--- src/rtl/irq_ctl_pkg.sv ---
package irq_ctl_pkg;

  typedef enum logic [1:0] {
    IRQ_KIND_M0  = 2'd0,
    IRQ_KIND_M1  = 2'd1,
    IRQ_KIND_M2  = 2'd2,
    IRQ_KIND_NMI = 2'd3
  } irq_kind_e;

  // Mode operand 3 behaves as mode 0.
  function automatic logic [1:0] im_decode(input logic [1:0] sel);
    return (sel == 2'd3) ? 2'd0 : sel;
  endfunction

  function automatic logic falling(input logic prev, input logic now);
    return prev & ~now;
  endfunction

  function automatic irq_kind_e mode_kind(input logic [1:0] mode);
    case (mode)
      2'd1:    return IRQ_KIND_M1;
      2'd2:    return IRQ_KIND_M2;
      default: return IRQ_KIND_M0;
    endcase
  endfunction

endpackage

--- src/rtl/irq_nmi_latch.sv ---
module irq_nmi_latch (
  input  logic clk,
  input  logic rst_n,
  input  logic nmi_n,
  input  logic take_nmi,
  output logic pend,
  output logic fall
);
  logic prev_q;

  always_comb fall = irq_ctl_pkg::falling(prev_q, nmi_n);

  always_ff @(posedge clk) begin
    if (!rst_n) begin
      prev_q <= 1'b1;
      pend   <= 1'b0;
    end else begin
      prev_q <= nmi_n;
      pend   <= (pend & ~take_nmi) | fall;
    end
  end
endmodule

--- src/rtl/irq_iff_regs.sv ---
module irq_iff_regs (
  input  logic       clk,
  input  logic       rst_n,
  input  logic       boundary,
  input  logic       ev_di,
  input  logic       ev_ei,
  input  logic       ev_retn,
  input  logic       ev_im,
  input  logic [1:0] im_sel,
  input  logic       take_nmi,
  input  logic       take_int,
  output logic       iff1,
  output logic       iff2,
  output logic       iff1_eff,
  output logic [1:0] mode_eff
);
  logic [1:0] mode_q;

  // State as left by the instruction that completes at this boundary.
  always_comb begin
    iff1_eff = (boundary & ev_retn) ? iff2 : iff1;
    mode_eff = (boundary & ev_im) ? irq_ctl_pkg::im_decode(im_sel) : mode_q;
  end

  always_ff @(posedge clk) begin
    if (!rst_n) begin
      iff1   <= 1'b0;
      iff2   <= 1'b0;
      mode_q <= 2'd0;
    end else begin
      mode_q <= mode_eff;
      if (take_int) begin
        iff1 <= 1'b0;
        iff2 <= 1'b0;
      end else if (take_nmi) begin
        iff1 <= 1'b0;
      end else if (boundary) begin
        if (ev_di) begin
          iff1 <= 1'b0;
          iff2 <= 1'b0;
        end else if (ev_ei) begin
          iff1 <= 1'b1;
          iff2 <= 1'b1;
        end else if (ev_retn) begin
          iff1 <= iff2;
        end
      end
    end
  end
endmodule

--- src/rtl/irq_arbiter.sv ---
module irq_arbiter #(
  parameter int unsigned DATA_W = 8,
  parameter int unsigned ADDR_W = 2 * DATA_W,
  parameter int unsigned COST_W = 5,
  parameter logic [ADDR_W-1:0] NMI_ADDR = 'h0066,
  parameter logic [ADDR_W-1:0] RST_ADDR = 'h0038,
  parameter int unsigned COST_M0  = 13,
  parameter int unsigned COST_M1  = 13,
  parameter int unsigned COST_M2  = 19,
  parameter int unsigned COST_NMI = 11
) (
  input  logic              boundary,
  input  logic              blocked,
  input  logic              nmi_pend,
  input  logic              int_n,
  input  logic              iff1_eff,
  input  logic [1:0]        mode_eff,
  input  logic [DATA_W-1:0] bus_vec,
  input  logic [DATA_W-1:0] i_reg,
  output logic              take_nmi,
  output logic              take_int,
  output logic [1:0]        kind,
  output logic [ADDR_W-1:0] target,
  output logic [COST_W-1:0] cost
);
  import irq_ctl_pkg::*;

  logic      open_w;
  irq_kind_e kind_w;

  always_comb begin
    open_w   = boundary & ~blocked;
    take_nmi = open_w & nmi_pend;
    take_int = open_w & ~nmi_pend & ~int_n & iff1_eff;
    kind_w   = nmi_pend ? IRQ_KIND_NMI : mode_kind(mode_eff);
    kind     = kind_w;
    case (kind_w)
      IRQ_KIND_NMI: begin
        target = NMI_ADDR;
        cost   = COST_W'(COST_NMI);
      end
      IRQ_KIND_M1: begin
        target = RST_ADDR;
        cost   = COST_W'(COST_M1);
      end
      IRQ_KIND_M2: begin
        target = {i_reg, bus_vec};
        cost   = COST_W'(COST_M2);
      end
      default: begin
        target = ADDR_W'(bus_vec);
        cost   = COST_W'(COST_M0);
      end
    endcase
  end
endmodule

--- src/rtl/irq_ctl.sv ---
module irq_ctl #(
  parameter int unsigned DATA_W = 8,
  parameter int unsigned COST_W = 5,
  parameter logic [2*DATA_W-1:0] NMI_ADDR = 'h0066,
  parameter logic [2*DATA_W-1:0] RST_ADDR = 'h0038,
  parameter int unsigned COST_M0  = 13,
  parameter int unsigned COST_M1  = 13,
  parameter int unsigned COST_M2  = 19,
  parameter int unsigned COST_NMI = 11
) (
  input  logic                  clk,
  input  logic                  rst_n,
  input  logic                  int_req_n,
  input  logic                  nmi_req_n,
  input  logic                  insn_end,
  input  logic                  ev_di,
  input  logic                  ev_ei,
  input  logic                  ev_retn,
  input  logic                  ev_pfx,
  input  logic                  ev_halt,
  input  logic                  ev_im,
  input  logic [1:0]            im_sel,
  input  logic [DATA_W-1:0]     bus_vec,
  input  logic [DATA_W-1:0]     i_reg,
  output logic                  ack,
  output logic [1:0]            ack_kind,
  output logic [2*DATA_W-1:0]   ack_addr,
  output logic [COST_W-1:0]     ack_cost,
  output logic                  iff1,
  output logic                  iff2,
  output logic                  halted,
  output logic                  halt_exit
);
  localparam int unsigned ADDR_W = 2 * DATA_W;

  // Named internal events, also watched by the checker.
  logic              nmi_pend, nmi_fall;
  logic              take_nmi, take_int, take_any;
  logic              blocked, iff1_eff;
  logic [1:0]        mode_eff, kind_w;
  logic [ADDR_W-1:0] target_w;
  logic [COST_W-1:0] cost_w;
  logic              halt_now;

  always_comb begin
    blocked  = ev_ei | ev_di | ev_pfx;
    take_any = take_nmi | take_int;
    halt_now = insn_end & ev_halt;
  end

  irq_nmi_latch nmi_i (
    .clk(clk), .rst_n(rst_n), .nmi_n(nmi_req_n),
    .take_nmi(take_nmi), .pend(nmi_pend), .fall(nmi_fall)
  );

  irq_iff_regs iff_i (
    .clk(clk), .rst_n(rst_n), .boundary(insn_end),
    .ev_di(ev_di), .ev_ei(ev_ei), .ev_retn(ev_retn),
    .ev_im(ev_im), .im_sel(im_sel),
    .take_nmi(take_nmi), .take_int(take_int),
    .iff1(iff1), .iff2(iff2), .iff1_eff(iff1_eff), .mode_eff(mode_eff)
  );

  irq_arbiter #(
    .DATA_W(DATA_W), .ADDR_W(ADDR_W), .COST_W(COST_W),
    .NMI_ADDR(NMI_ADDR), .RST_ADDR(RST_ADDR),
    .COST_M0(COST_M0), .COST_M1(COST_M1), .COST_M2(COST_M2), .COST_NMI(COST_NMI)
  ) arb_i (
    .boundary(insn_end), .blocked(blocked), .nmi_pend(nmi_pend),
    .int_n(int_req_n), .iff1_eff(iff1_eff), .mode_eff(mode_eff),
    .bus_vec(bus_vec), .i_reg(i_reg),
    .take_nmi(take_nmi), .take_int(take_int),
    .kind(kind_w), .target(target_w), .cost(cost_w)
  );

  always_ff @(posedge clk) begin
    if (!rst_n) begin
      ack       <= 1'b0;
      ack_kind  <= 2'd0;
      ack_addr  <= '0;
      ack_cost  <= '0;
      halted    <= 1'b0;
      halt_exit <= 1'b0;
    end else begin
      ack       <= take_any;
      halt_exit <= take_any & (halted | halt_now);
      if (take_any) begin
        ack_kind <= kind_w;
        ack_addr <= target_w;
        ack_cost <= cost_w;
        halted   <= 1'b0;
      end else if (halt_now) begin
        halted   <= 1'b1;
      end
    end
  end
endmodule

--- config.mk ---
export PLATFORM = sky130hd
export DESIGN_NAME = irq_ctl
export DESIGN_NICKNAME = d
export VERILOG_FILES = /design/src/rtl/irq_ctl_pkg.sv /design/src/rtl/irq_nmi_latch.sv /design/src/rtl/irq_iff_regs.sv /design/src/rtl/irq_arbiter.sv /design/src/rtl/irq_ctl.sv
export SDC_FILE = /design/constraint.sdc
export NUM_CORES = 1
export LEC_CHECK = 0
export BUFFER_PORTS_ARGS = -buffer_cell sky130_fd_sc_hd__buf_2
export CORE_UTILIZATION = 30
export DETAILED_ROUTE_END_ITERATION = 8
export GPL_ROUTABILITY_DRIVEN = 0
export PLACE_DENSITY = 0.59
export SETUP_SLACK_MARGIN = 0.1
export SYNTH_ARGS = -nofsm -noshare
export SYNTH_HDL_FRONTEND = slang
export SYNTH_SLANG_ARGS = --single-unit
--- constraint.sdc ---
create_clock -name clk -period 2.1 [get_ports clk]
set_input_delay 0.21 -clock clk [delete_from_list [all_inputs] [get_ports clk]]
set_output_delay 0.21 -clock clk [all_outputs]
set_load 0.02 [all_outputs]
Yosys cells after proc, flatten, opt, wreduce, memory -nomap -nowiden
Cells that the tools add are included.
{"block": "op_classes", "n_eq_ne": 6, "mux": 12, "n_bitwise": 22, "n_reduce_logical": 7}
{"op": "$pmux W16 S3", "n": 1}
{"op": "$and A1 B1 Y1", "n": 11}
{"op": "$pmux W5 S2", "n": 1}
{"op": "$eq A2 B2 Y1 const B", "n": 4}
{"op": "$mux W1", "n": 6}
{"op": "$mux W2", "n": 3}
{"op": "$not A1 Y1", "n": 6}
{"op": "$or A1 B1 Y1", "n": 5}
{"op": "$eq A2 B1 Y1 const B", "n": 2}
{"op": "$pmux W2 S2", "n": 1}
{"op": "$reduce_or A2 Y1", "n": 2}
{"op": "$reduce_and A3 Y1", "n": 1}
{"op": "$reduce_bool A3 Y1", "n": 1}
{"op": "$reduce_or A3 Y1", "n": 1}
{"op": "$reduce_and A2 Y1", "n": 1}
{"op": "$reduce_bool A2 Y1", "n": 1}
{"block": "totals", "ff_bits": 32, "in_bits": 29, "output_inout_bits": 28, "elab_cells": 58}

Depth between registers and ports, before layout
{"block": "depth", "ltp_word": 9, "ltp_mapped": 5, "ltp_nobuf": 4}

By module
From an unflattened synthesis, not the netlist that was laid out.
{"block": "unflattened", "hier_cells": 178, "area_unflattened_um2": 1524.0}
{"mod": "irq_ctl", "instances": 1, "cells_each": 115, "area_per_inst_um2": 1017.2, "seq_area_each_um2": 520.5}
{"mod": "irq_arbiter", "instances": 1, "cells_each": 33, "area_per_inst_um2": 217.7, "seq_area_each_um2": 0.0}
{"mod": "irq_iff_regs", "instances": 1, "cells_each": 24, "area_per_inst_um2": 215.2, "seq_area_each_um2": 80.1}
{"mod": "irq_nmi_latch", "instances": 1, "cells_each": 6, "area_per_inst_um2": 73.8, "seq_area_each_um2": 40.0}

Worst setup path after synthesis
Ideal clock, no wire load.
{"block": "synth_timing", "kind": "register to register", "start": "register iff_i.iff1", "end": "register ack_addr[10]", "setup_ps": 60, "t_arrival_ps": 1742, "required_time_ps": 2040, "slack_ps": 298, "stages_incl_launch_ff": 5, "n_path_buf": 0, "synth_period_minus_slack_ps": 1802, "cell_sequence": "dfxtp_1 > a21bo_2 > a2111oi_4 > nor3b_4 > a32o_2"}
{"block": "synth_between", "elab_chain_len": 3}
{"element": "start, declared", "line": "irq_iff_regs.sv:12", "source": "output logic iff1,"}
{"element": "start signal, assigned", "line": "irq_iff_regs.sv:45", "source": "iff1 <= iff2;"}
{"element": "$mux W1", "line": "irq_iff_regs.sv:21", "source": "iff1_eff = (boundary & ev_retn) ? iff2 : iff1;"}
{"element": "$and A1 B1 Y1", "line": "irq_arbiter.sv:34", "source": "take_int = open_w & ~nmi_pend & ~int_n & iff1_eff;"}
{"element": "$or A1 B1 Y1", "line": "irq_ctl.sv:47", "source": "take_any = take_nmi | take_int;"}
{"element": "end signal, assigned", "line": "irq_ctl.sv:89", "source": "ack_addr <= target_w;"}
{"element": "end, declared", "line": "irq_ctl.sv:27", "source": "output logic [2*DATA_W-1:0] ack_addr,"}
Every way passes these cells.
A chain may end at the register's enable or synchronous reset.

Worst setup path after layout
Same ends and word-level chain as after synthesis.

==> run_results.csv <==
group,metric,value,unit
run_status,outcome,"completed",
detailed_routing,detail_route.vias_per_cell,4.84,
layout,number_of_antenna_repair_diodes,0,
timing,final.setup.worst_slack,0.436,ns
timing,report.final.slew_viol_count,0,
job,max_cap_viol_count,0,
die,floorplan.core_area,3770,um2
die,io-pin-count,57,
power,power-per-cell-area,739,nW/um2
logic_synthesis,postSynthNetCount,139,
die,start_util,32.1,%
global_routing,grt_start_max_net_pins,25,
layout,finish.net_count,198,
die,die-area,4290,um2
setup_path,maximum_fanout_along_the_worst_path,9,
setup_path,r2r_slack,0.44,ns
timing,setup_tns,0,ns
setup_path,crit_path_start_kind,"flip-flop",
timing,rsz0062_at_grt,"no",
detailed_routing,average_wire_per_cell_in_the_routed_design,12.9,um
cts,cts.clk_slew.worst_paths,0.06,ns
place,portbufs,56,
detailed_routing,route.vias.total,1051,
cts,ctsRootBufferMaster,"clkbuf_8",
die,floorplan.die.width,65.5,um
cts,clock-sinks,32,
timing,post-route-min-period,1.66,ns
global_routing,antenna_found_initial,0,
timing,final.setup_skew,0.00497,ns
cts,cts_max_level,2,
die,placementRows,22,
logic_synthesis,synth.yosys.seq_area_share,52.9,%
logic_synthesis,post_synth_design_cell_area,1210,um2
logic_synthesis,total_of_flip_flops_plus_latches_after_synthesis,32,
power,vdd_ir_drop_max,0.491,mV
cts,cts_buffer_depth,2,
setup_path,critPathRequiredTime,2.32,ns
setup_path,worstSetupEndpointType,"flip-flop",
layout,post_route_cells_drive_above_1_share,48.5,%
logic_synthesis,instance_count_of_the_mapped_netlist,110,
timing,hold_violations,0,
timing,timing_worst_slew_pin_value,0.632,ns
cts,number_of_buffers_inserted_by_post_cts_setup_repair,0,
layout,area_delta_synth_final,35.8,%
detailed_routing,residual_antenna_violating_net_count_after_detailed_routing,0,
timing,timing.max_slew.rel_slack,57.9,%
cts,cts_made_buffers,5,
global_routing,grt_util_all_layers,14.5,%
detailed_routing,post-route-drc-count,0,
detailed_routing,drtPass1Iterations,4,
logic_synthesis,yosysWarnings,0,
global_routing,grt_overflow_total,0,
power,leakage,0.833,nW
setup_path,setup.worst_path.class,"flip-flop to flip-flop",
timing,fmaxAchievable,601,MHz
place,dp_hpwl,2.14,mm
global_routing,first_global_vias,1033,
timing,final_min_period_over_clock_period,79.3,%
timing,setup_violations,0,
logic_synthesis,distinct_cell_type_count_of_the_synthesized_netlist,30,
logic_synthesis,postSynthAreaPerCell,11.0,um2
die,die_h,65.5,um
min_path,hp-class,"input port to flip-flop",
detailed_routing,drt_first_iter_violations,47,
global_routing,grt_pass1_wl,4.63,mm
setup_path,timing.critical_path.arrival,1.89,ns
place,dp_slack,0.184,ns
cts,cts_tree,"done",
detailed_routing,totalWireLength,2.79,mm
cts,clkLatencyLatePin,0.28,ns
layout,final.fill_count,389,
power by group:
part / switching [W] / internal, W
Combinational: 0.0000548 / 0.0000418
Clock: 0.000200 / 0.000291
Sequential: 0.00000731 / 0.000619
worst max-delay path: stages (launching register included):
cell	delay (ns)
dfxtp_1	0.34
a21bo_2	0.25
a2111oi_4	0.39
nor3b_4	0.45
a32o_2	0.18
sequential cells by signal, indices dropped and copies added, names as in the netlist:
register,count
halt_exit,1
nmi_i.pend,1
halted,1
ack_cost,5
ack_kind,2
iff_i.iff1,1
nmi_i.prev_q,1
ack,1
ack_addr,16
iff_i.iff2,1
iff_i.mode_q,2
cell families (layout without fill, tap and decap cells):
logic type | count (synthesis) | in the layout | share of synthesized area (%)
AO/OA/AOI/OAI | 41 | 41 | 30.1
buffers and inverters | 10 | 69 | 3.10
flip-flops | 32 | 32 | 52.9
AND/OR/NAND/NOR | 27 | 27 | 13.9
final timing paths:
kind / from / end / cells past startpoint
worst max register to register: iff_i.iff1 / ack_addr[10] / 4
worst min register to register: ack_addr[1] / ack_addr[1] / 2
worst max-delay path: iff_i.iff1 / ack_addr[10] / 4
worst min-delay path: nmi_req_n / nmi_i.prev_q / 2
cells in the final DEF (no fill, tap or decap), types with 4 or more instances in the layout:
cell and n:
a21oi_1 6, a32o_2 8, buf_2 56, clkbuf_8 7, dfxtp_1 32, inv_1 4, nand2_1 9, o211a_1 4
o21a_1 5
synth_stat cells, drive strengths merged:
library cell | instances | area [um2]
o211a | 4 | 40.0
o221a | 1 | 11.3
o21a | 5 | 37.5
dfxtp | 32 | 641
nand3 | 1 | 5.00
or2b | 1 | 7.51
a21bo | 3 | 30.0
nor4b | 1 | 8.76
o22ai | 3 | 18.8
o21ai | 3 | 15.0
nand2b | 1 | 6.26
nand2 | 9 | 33.8
nor3b | 2 | 26.3
nor2 | 2 | 7.51
a21oi | 6 | 30.0
nor2b | 3 | 18.8
and3 | 1 | 7.51
nand4b | 2 | 17.5
nor3 | 3 | 15.0
inv | 4 | 15.0
a221oi | 3 | 26.3
clkbuf | 6 | 22.5
or4b | 1 | 13.8
a32o | 10 | 110
a31o | 1 | 8.76
a2111oi | 2 | 36.3
metal layers:
layer	share of wire, %	track usage (%)	routed length [um]
met1	45	16.6	1240
met5	0	0	0
met4	1.6	5.71	45
met2	46	23.6	1270
met3	8.2	6.42	229
final cells by class:
| class | count | area [um2] | area share (%) |
|---|---|---|---|
| clock buffers | 7 | 96.3 | 5.86 |
| repair buffers | 58 | 295 | 18.0 |
| inverters | 4 | 15.0 | 0.914 |
| well taps | 48 | 60.1 | 3.66 |
| flip-flops and latches | 32 | 641 | 39.0 |
| multi-input cells | 68 | 536 | 32.6 |
per-stage QoR:
stage	util, %	cell area (um2)	instances	total power (W)	hold WS, ns
after floorplan	-	1210	110	0.000688	0.283
after global placement	40.9	1540	210	0.000733	0.411
after detailed placement	40.9	1540	210	0.000736	0.426
after CTS	43.5	1640	217	0.00123	0.132
after global routing	43.6	1640	217	0.00127	0.137
final	43.6	1640	217	0.00121	0.141
what timing repair did:
item	CTS	global route
endpoints found under the setup margin	0	3
endpoints found under the hold margin	0	0
hold buffers	0	0
resized for setup	0	1
Note: power is estimated with default switching activity, not from simulation.
